==> src/rtl/psu_pkg.sv <==
package psu_pkg;
    // Width of one running-sum lane: enough headroom for N maximal elements.
    function automatic int unsigned sum_width(input int unsigned w, input int unsigned n);
        return w + $clog2(n);
    endfunction
endpackage

==> src/rtl/psu_level.sv <==
// One tree level: every lane at or above DIST adds the lane DIST places below.
module psu_level #(
    parameter int unsigned N    = 8,
    parameter int unsigned OW   = 11,
    parameter int unsigned DIST = 1
) (
    input  logic [N*OW-1:0] a,
    output logic [N*OW-1:0] y
);
    for (genvar i = 0; i < N; i++) begin : g_lane
        if (i >= DIST) begin : g_add
            assign y[i*OW +: OW] = a[i*OW +: OW] + a[(i-DIST)*OW +: OW];
        end else begin : g_pass
            assign y[i*OW +: OW] = a[i*OW +: OW];
        end
    end
endmodule

==> src/rtl/psu_tree.sv <==
// Log-depth scan network built from doubling-distance levels.
module psu_tree #(
    parameter int unsigned N = 8,
    parameter int unsigned W = 8
) (
    input  logic [N*W-1:0]                      elems,
    output logic [N*psu_pkg::sum_width(W,N)-1:0] sums
);
    localparam int unsigned OW    = psu_pkg::sum_width(W, N);
    localparam int unsigned LEVELS = $clog2(N);

    logic [N*OW-1:0] stg [0:LEVELS];

    for (genvar i = 0; i < N; i++) begin : g_widen
        assign stg[0][i*OW +: OW] = OW'(elems[i*W +: W]);
    end

    for (genvar k = 0; k < LEVELS; k++) begin : g_level
        psu_level #(.N(N), .OW(OW), .DIST(1 << k)) u_level (
            .a (stg[k]),
            .y (stg[k+1])
        );
    end

    assign sums = stg[LEVELS];
endmodule

==> src/rtl/psu_out_stage.sv <==
// Optional result register with valid flag, or a straight bypass.
module psu_out_stage #(
    parameter int unsigned DW         = 88,
    parameter bit          REGISTERED = 1'b1
) (
    input  logic          clk,
    input  logic          rst_n,
    input  logic          in_valid,
    input  logic [DW-1:0] sum_vec,
    output logic          out_valid,
    output logic [DW-1:0] out_vec
);
    if (REGISTERED) begin : g_reg
        typedef struct packed {
            logic          valid;
            logic [DW-1:0] data;
        } stage_t;

        stage_t st_d, st_q;

        always_comb begin
            st_d       = st_q;
            st_d.valid = in_valid;
            if (in_valid) begin
                st_d.data = sum_vec;
            end
        end

        always_ff @(posedge clk or negedge rst_n) begin
            if (!rst_n) begin
                st_q <= '0;
            end else begin
                st_q <= st_d;
            end
        end

        assign out_valid = st_q.valid;
        assign out_vec   = st_q.data;
    end else begin : g_comb
        logic unused_clocking;
        assign unused_clocking = clk ^ rst_n;
        assign out_valid = in_valid;
        assign out_vec   = sum_vec;
    end
endmodule

==> src/rtl/prefix_sum_unit.sv <==
module prefix_sum_unit #(
    parameter int unsigned N          = 8,
    parameter int unsigned W          = 8,
    parameter bit          REGISTERED = 1'b1
) (
    input  logic                                 clk,
    input  logic                                 rst_n,
    input  logic                                 in_valid,
    input  logic [N*W-1:0]                       in_vec,
    output logic                                 out_valid,
    output logic [N*psu_pkg::sum_width(W,N)-1:0] out_vec
);
    localparam int unsigned OW = psu_pkg::sum_width(W, N);

    logic [N*OW-1:0] sums;

    psu_tree #(.N(N), .W(W)) u_tree (
        .elems (in_vec),
        .sums  (sums)
    );

    psu_out_stage #(.DW(N*OW), .REGISTERED(REGISTERED)) u_out (
        .clk       (clk),
        .rst_n     (rst_n),
        .in_valid  (in_valid),
        .sum_vec   (sums),
        .out_valid (out_valid),
        .out_vec   (out_vec)
    );
endmodule

==> config.mk <==
export PLATFORM = sky130hd
export DESIGN_NAME = prefix_sum_unit
export DESIGN_NICKNAME = d
export VERILOG_FILES = /design/src/rtl/psu_pkg.sv /design/src/rtl/psu_level.sv /design/src/rtl/psu_tree.sv /design/src/rtl/psu_out_stage.sv /design/src/rtl/prefix_sum_unit.sv
export SDC_FILE = /design/constraint.sdc
export NUM_CORES = 1
export LEC_CHECK = 0
export BUFFER_PORTS_ARGS = -buffer_cell sky130_fd_sc_hd__buf_2
export CAP_MARGIN = 5
export CORE_MARGIN = 2
export CORE_UTILIZATION = 60
export CTS_CLUSTER_DIAMETER = 40
export DETAILED_ROUTE_END_ITERATION = 8
export PLACE_DENSITY = 0.84
export SKIP_CTS_REPAIR_TIMING = 1
export SLEW_MARGIN = 0
export SYNTH_ARGS = -nofsm -noshare
export SYNTH_HDL_FRONTEND = slang
export SYNTH_HIERARCHICAL = 1
export SYNTH_SLANG_ARGS = --single-unit
==> constraint.sdc <==
create_clock -name clk -period 0.85 [get_ports clk]
set_input_delay 0.17 -clock clk [delete_from_list [all_inputs] [get_ports clk]]
set_output_delay 0.17 -clock clk [all_outputs]
set_load 0.02 [all_outputs]
==> metrics.yaml, run 1 <==
synth:
  synth_edf_count: 0
  synthTopCellsByCount: "170 x ha_1, 121 x xnor2_1, 108 x a21oi_1"
  synthCells: 1272
  synthFlopType: "dfrtp_1"
  synth_area_leaders: "dfrtp_1 20%, ha_1 19%, xnor2_1 9.3%"
  synth.avg_cell_area_um2: 8.94
  yosysTopAreaCellShare_pct: 19.6
  synth.distinct_cells: 44
  yosysWarnings: 6
  netlist_area_um2: 11400
  synth_top_cell_by_area: "dfrtp_1"
  ys_async_sr_fraction_pct: 100
  ys_ff_latch: 89
  yosysSeqAreaShare_pct: 19.6
  synth.most_common_cell: "ha_1"
clock_tree:
  cts_buffers: 9
  ctsLongestPathBuffers: 2
  root_buffer: "clkbuf_16"
  ctsHtreeMaxLevel: 3
  cts.sinks: 89
floorplanning:
  start_util_pct: 61.0
  io_pins: 156
  fp-row-count: 50
  die_height_um: 142
  chipWidth_um: 142
placement:
  dp_hpwl_mm: 30.5
  gp_congestion: 0.952
  port-buffer-count: 155
  placed_area_um2: 15800
grt:
  grt_max_degree: 40
run_status:
  tool.error: "[ERROR DPL-0038] Utilization greater than 100%, impossible to legalize"
  failed_stage: "5_1_grt"
  status: "did not finish"
timing:
  crit_endpoint: "u_out/out_vec[54]$_DFFE_PN0P_/D"
  worstEndpointType: "register data pin"
-- logic make-up after synthesis --
group	share of synthesized area, %
flip-flops	19.6
AND/OR/NAND/NOR	13.2
other	0.0330
XOR/XNOR	13.1
buffers and inverters	8.71
multiplexers	9.37
adder cells (fa/ha/maj)	21.7
AO/OA/AOI/OAI	14.3
-- through the flow --
stage | utilization (%) | hold slack [ps] | worst slack (ps) | std cells
after floorplan | - | -126 | -2800 | 1316
after global placement | 84.6 | 18.7 | -3110 | 1994
after detailed placement | 84.6 | 22.2 | -3340 | 1994
after CTS | 86.2 | -372 | -2970 | 2010
==> run 2, diff against run 1 <==
- CORE_UTILIZATION: 60 -> 40
- CTS_CLUSTER_DIAMETER: 40 -> not set
- PLACE_DENSITY: 0.84 -> not set
- PLACE_DENSITY_LB_ADDON: not set -> 0.15
==> metrics.yaml, run 2 <==
critical_path:
  crit_required_ps: 1100
  crit_chain: "buf_8 > buf_12 > ha_4 > inv_2 > fa_2 > nor2b_1 > o21a_1 > a31o_2 > nor2_2 > xnor2_1 > buf_4 > ha_4 > o21a_1 > nor2_2 > a21oi_2 > xor2_1 > ha_1 > buf_6 > and3_4 > o31ai_4 > a21oi_2 > xnor2_1 > mux2_4"
  slowest_delay_ps: 350
  reg2reg_depth: 2
  path_buf_inv: 5
  end_kind: "flop"
  reg2reg_to: "u_out/out_vec[77]"
  worstSetupPathType: "primary input to flop"
  timing.critical_path.from: "in_vec[8]"
  crit_fanout: 3
  crit_slowest_cell: "fa_2"
  cp-start-kind: "primary input"
  crit_cells: 23
  r2r-start: "u_out/out_vec[77]"
  endpoint: "u_out/out_vec[87]"
  worst-r2r-setup-slack_ps: -70
  cp_top_family: "adder cells"
  arrival_ps: 3910
finish:
  nFillCells: 1930
  multiInputGateArea_um2: 11700
  nets: 2130
  final_cell_mix: "413 x buf_4, 157 x buf_6, 94 x ha_4"
  mostFrequentLayoutCell: "buf_4"
  largest_reg_flops: 88
  antenna_cells: 0
  drive_above_1_share_pct: 63.3
  areaGrowthSynthToFinish_pct: 79.2
  final_core_util_pct: 73.2
  seq_area_um2: 2230
synth:
  synthTopCellsByCount: "170 x ha_1, 121 x xnor2_1, 108 x a21oi_1"
  synth_area_leaders: "dfrtp_1 20%, ha_1 19%, xnor2_1 9.3%"
  synth_top_family_by_area: "adder cells"
  yosysWarnings: 6
  ys_async_sr_fraction_pct: 100
  yosysTopAreaCellShare_pct: 19.6
  synth-compound-area-share_pct: 14.3
  yosys.area_share.simple_pct: 13.2
  synthCells: 1272
  synth_xor_area_share_pct: 13.1
  ys_ff_latch: 89
  muxShareOfSynthArea_pct: 9.38
  netlist_area_um2: 11400
  yosysSeqAreaShare_pct: 19.6
  synth_top_cell_by_area: "dfrtp_1"
  synthFlopType: "dfrtp_1"
  synthAdderAreaFrac_pct: 21.7
  synth_edf_count: 0
  synth.most_common_cell: "ha_1"
  synth.avg_cell_area_um2: 8.94
  synth.distinct_cells: 44
clock_tree:
  clk_latency_ps: 350
  cts_buffers: 9
  cts_tree: "built"
  ctsHtreeMaxLevel: 3
  root_buffer: "clkbuf_16"
  cts.sinks: 89
  ctsLongestPathBuffers: 2
  path_clk_slew_ps: 60
route:
  wl_per_cell_um: 17.0
  first_pass_iters: 5
  vias_per_cell: 5.03
  detail-route-antenna-nets: 0
  wirelength_mm: 38.4
  drt_iter0_markers: 451
  route.detailed.drc: 0
  vias: 11400
run_status:
  failed_checks: "setup timing"
  status: "finished with violations"
floorplanning:
  core_um2: 27900
  start_util_pct: 40.8
  die_height_um: 173
  chipWidth_um: 173
  fp-row-count: 61
  die-area_um2: 29800
  io_pins: 156
worst_hold_path:
  hp-class: "primary input to flop"
  hold_path_depth: 2
  hold_start: "in_valid"
placement:
  port-buffer-count: 155
  gp_congestion: 0.904
  dp_hpwl_mm: 27.8
timing:
  period_share_pct: 431
  fin_crit_ps: 3660
  max_freq_mhz: 273
  setup_ws_ps: -2810
  finalHoldViolCount: 0
  rsz0062_at_grt: "yes"
  fin_skew_ps: 0
  setup_viol_count_final: 172
  slew_viol_final: 0
  holdWs_ps: 185
power_and_ir_drop:
  leakage_nw: 9.58
  ir_worst_vdd_uv: 2430
  p_per_area_nw_per_um2: 3960
grt:
  grt.total_usage_pct: 21.6
  grt_max_degree: 51
  antenna_found_initial: 0
  grt_pass1_wl_mm: 52.2
  first_global_vias: 10300
  overflow: 0
flow_run:
  maxCapViolCount: 0
-- run 2: power breakdown --
group / internal [W] / total (W) / switching (W) / leakage (nW)
Combinational: 0.0391 / 0.0690 / 0.0299 / 8.40
Clock: 0.00235 / 0.00411 / 0.00176 / 0.144
Sequential: 0.00623 / 0.00756 / 0.00133 / 1.04
-- run 2: cell families (layout without fill, tap and decap cells) --
group / after synthesis / after routing
fa+ha+maj: 187 / 187
mux: 88 / 88
compound gates: 252 / 252
other cells: 1 / 45
buf+inv: 177 / 742
xor+xnor: 170 / 170
flops: 89 / 89
simple gates: 308 / 308
-- run 2: layout make-up --
type / instances / share of cell area, %
multi-input combinational: 1050 / 57.3
tap: 378 / 2.32
clock inverter: 3 / 0.196
inverter: 90 / 1.78
timing repair buffer: 636 / 26.3
clock buffer: 13 / 1.23
sequential: 89 / 10.9
-- run 2: stage by stage --
| step | setup slack [ps] | cells | instance area, um2 | total power [W] | setup TNS, ps |
|---|---|---|---|---|---|
| finish | -2810 | 2259 | 20400 | 0.0807 | -143570 |
| global route | -2900 | 2259 | 20400 | 0.0859 | -151590 |
| CTS | -2840 | 2159 | 16300 | 0.0603 | -146870 |
| detailed placement | -3200 | 2143 | 16000 | 0.0557 | -155470 |
| global placement | -3140 | 2143 | 16000 | 0.0551 | -154530 |
| floorplan | -2800 | 1316 | 12600 | 0.0401 | -117060 |
-- run 2: worst min path at each step --
stage	to	slack, ps
6_report	u_out/out_valid	190
3_5_place_dp	u_out/out_vec[74]	160
3_3_place_gp	u_out/out_vec[74]	160
2_1_floorplan	u_out/out_valid	-130
4_1_cts	u_out/out_vec[74]	-230
5_1_grt	u_out/out_valid	170
-- run 2: per-layer routing --
metal	part of all wire, %	vias up	global-route usage, %
met3	3.6	26	2.73
li1	-	5570	-
met5	0	-	0
met4	1.2	0	4.59
met1	47	5543	31.5
met2	48	228	34.2
(Power assumes the default switching activity.)
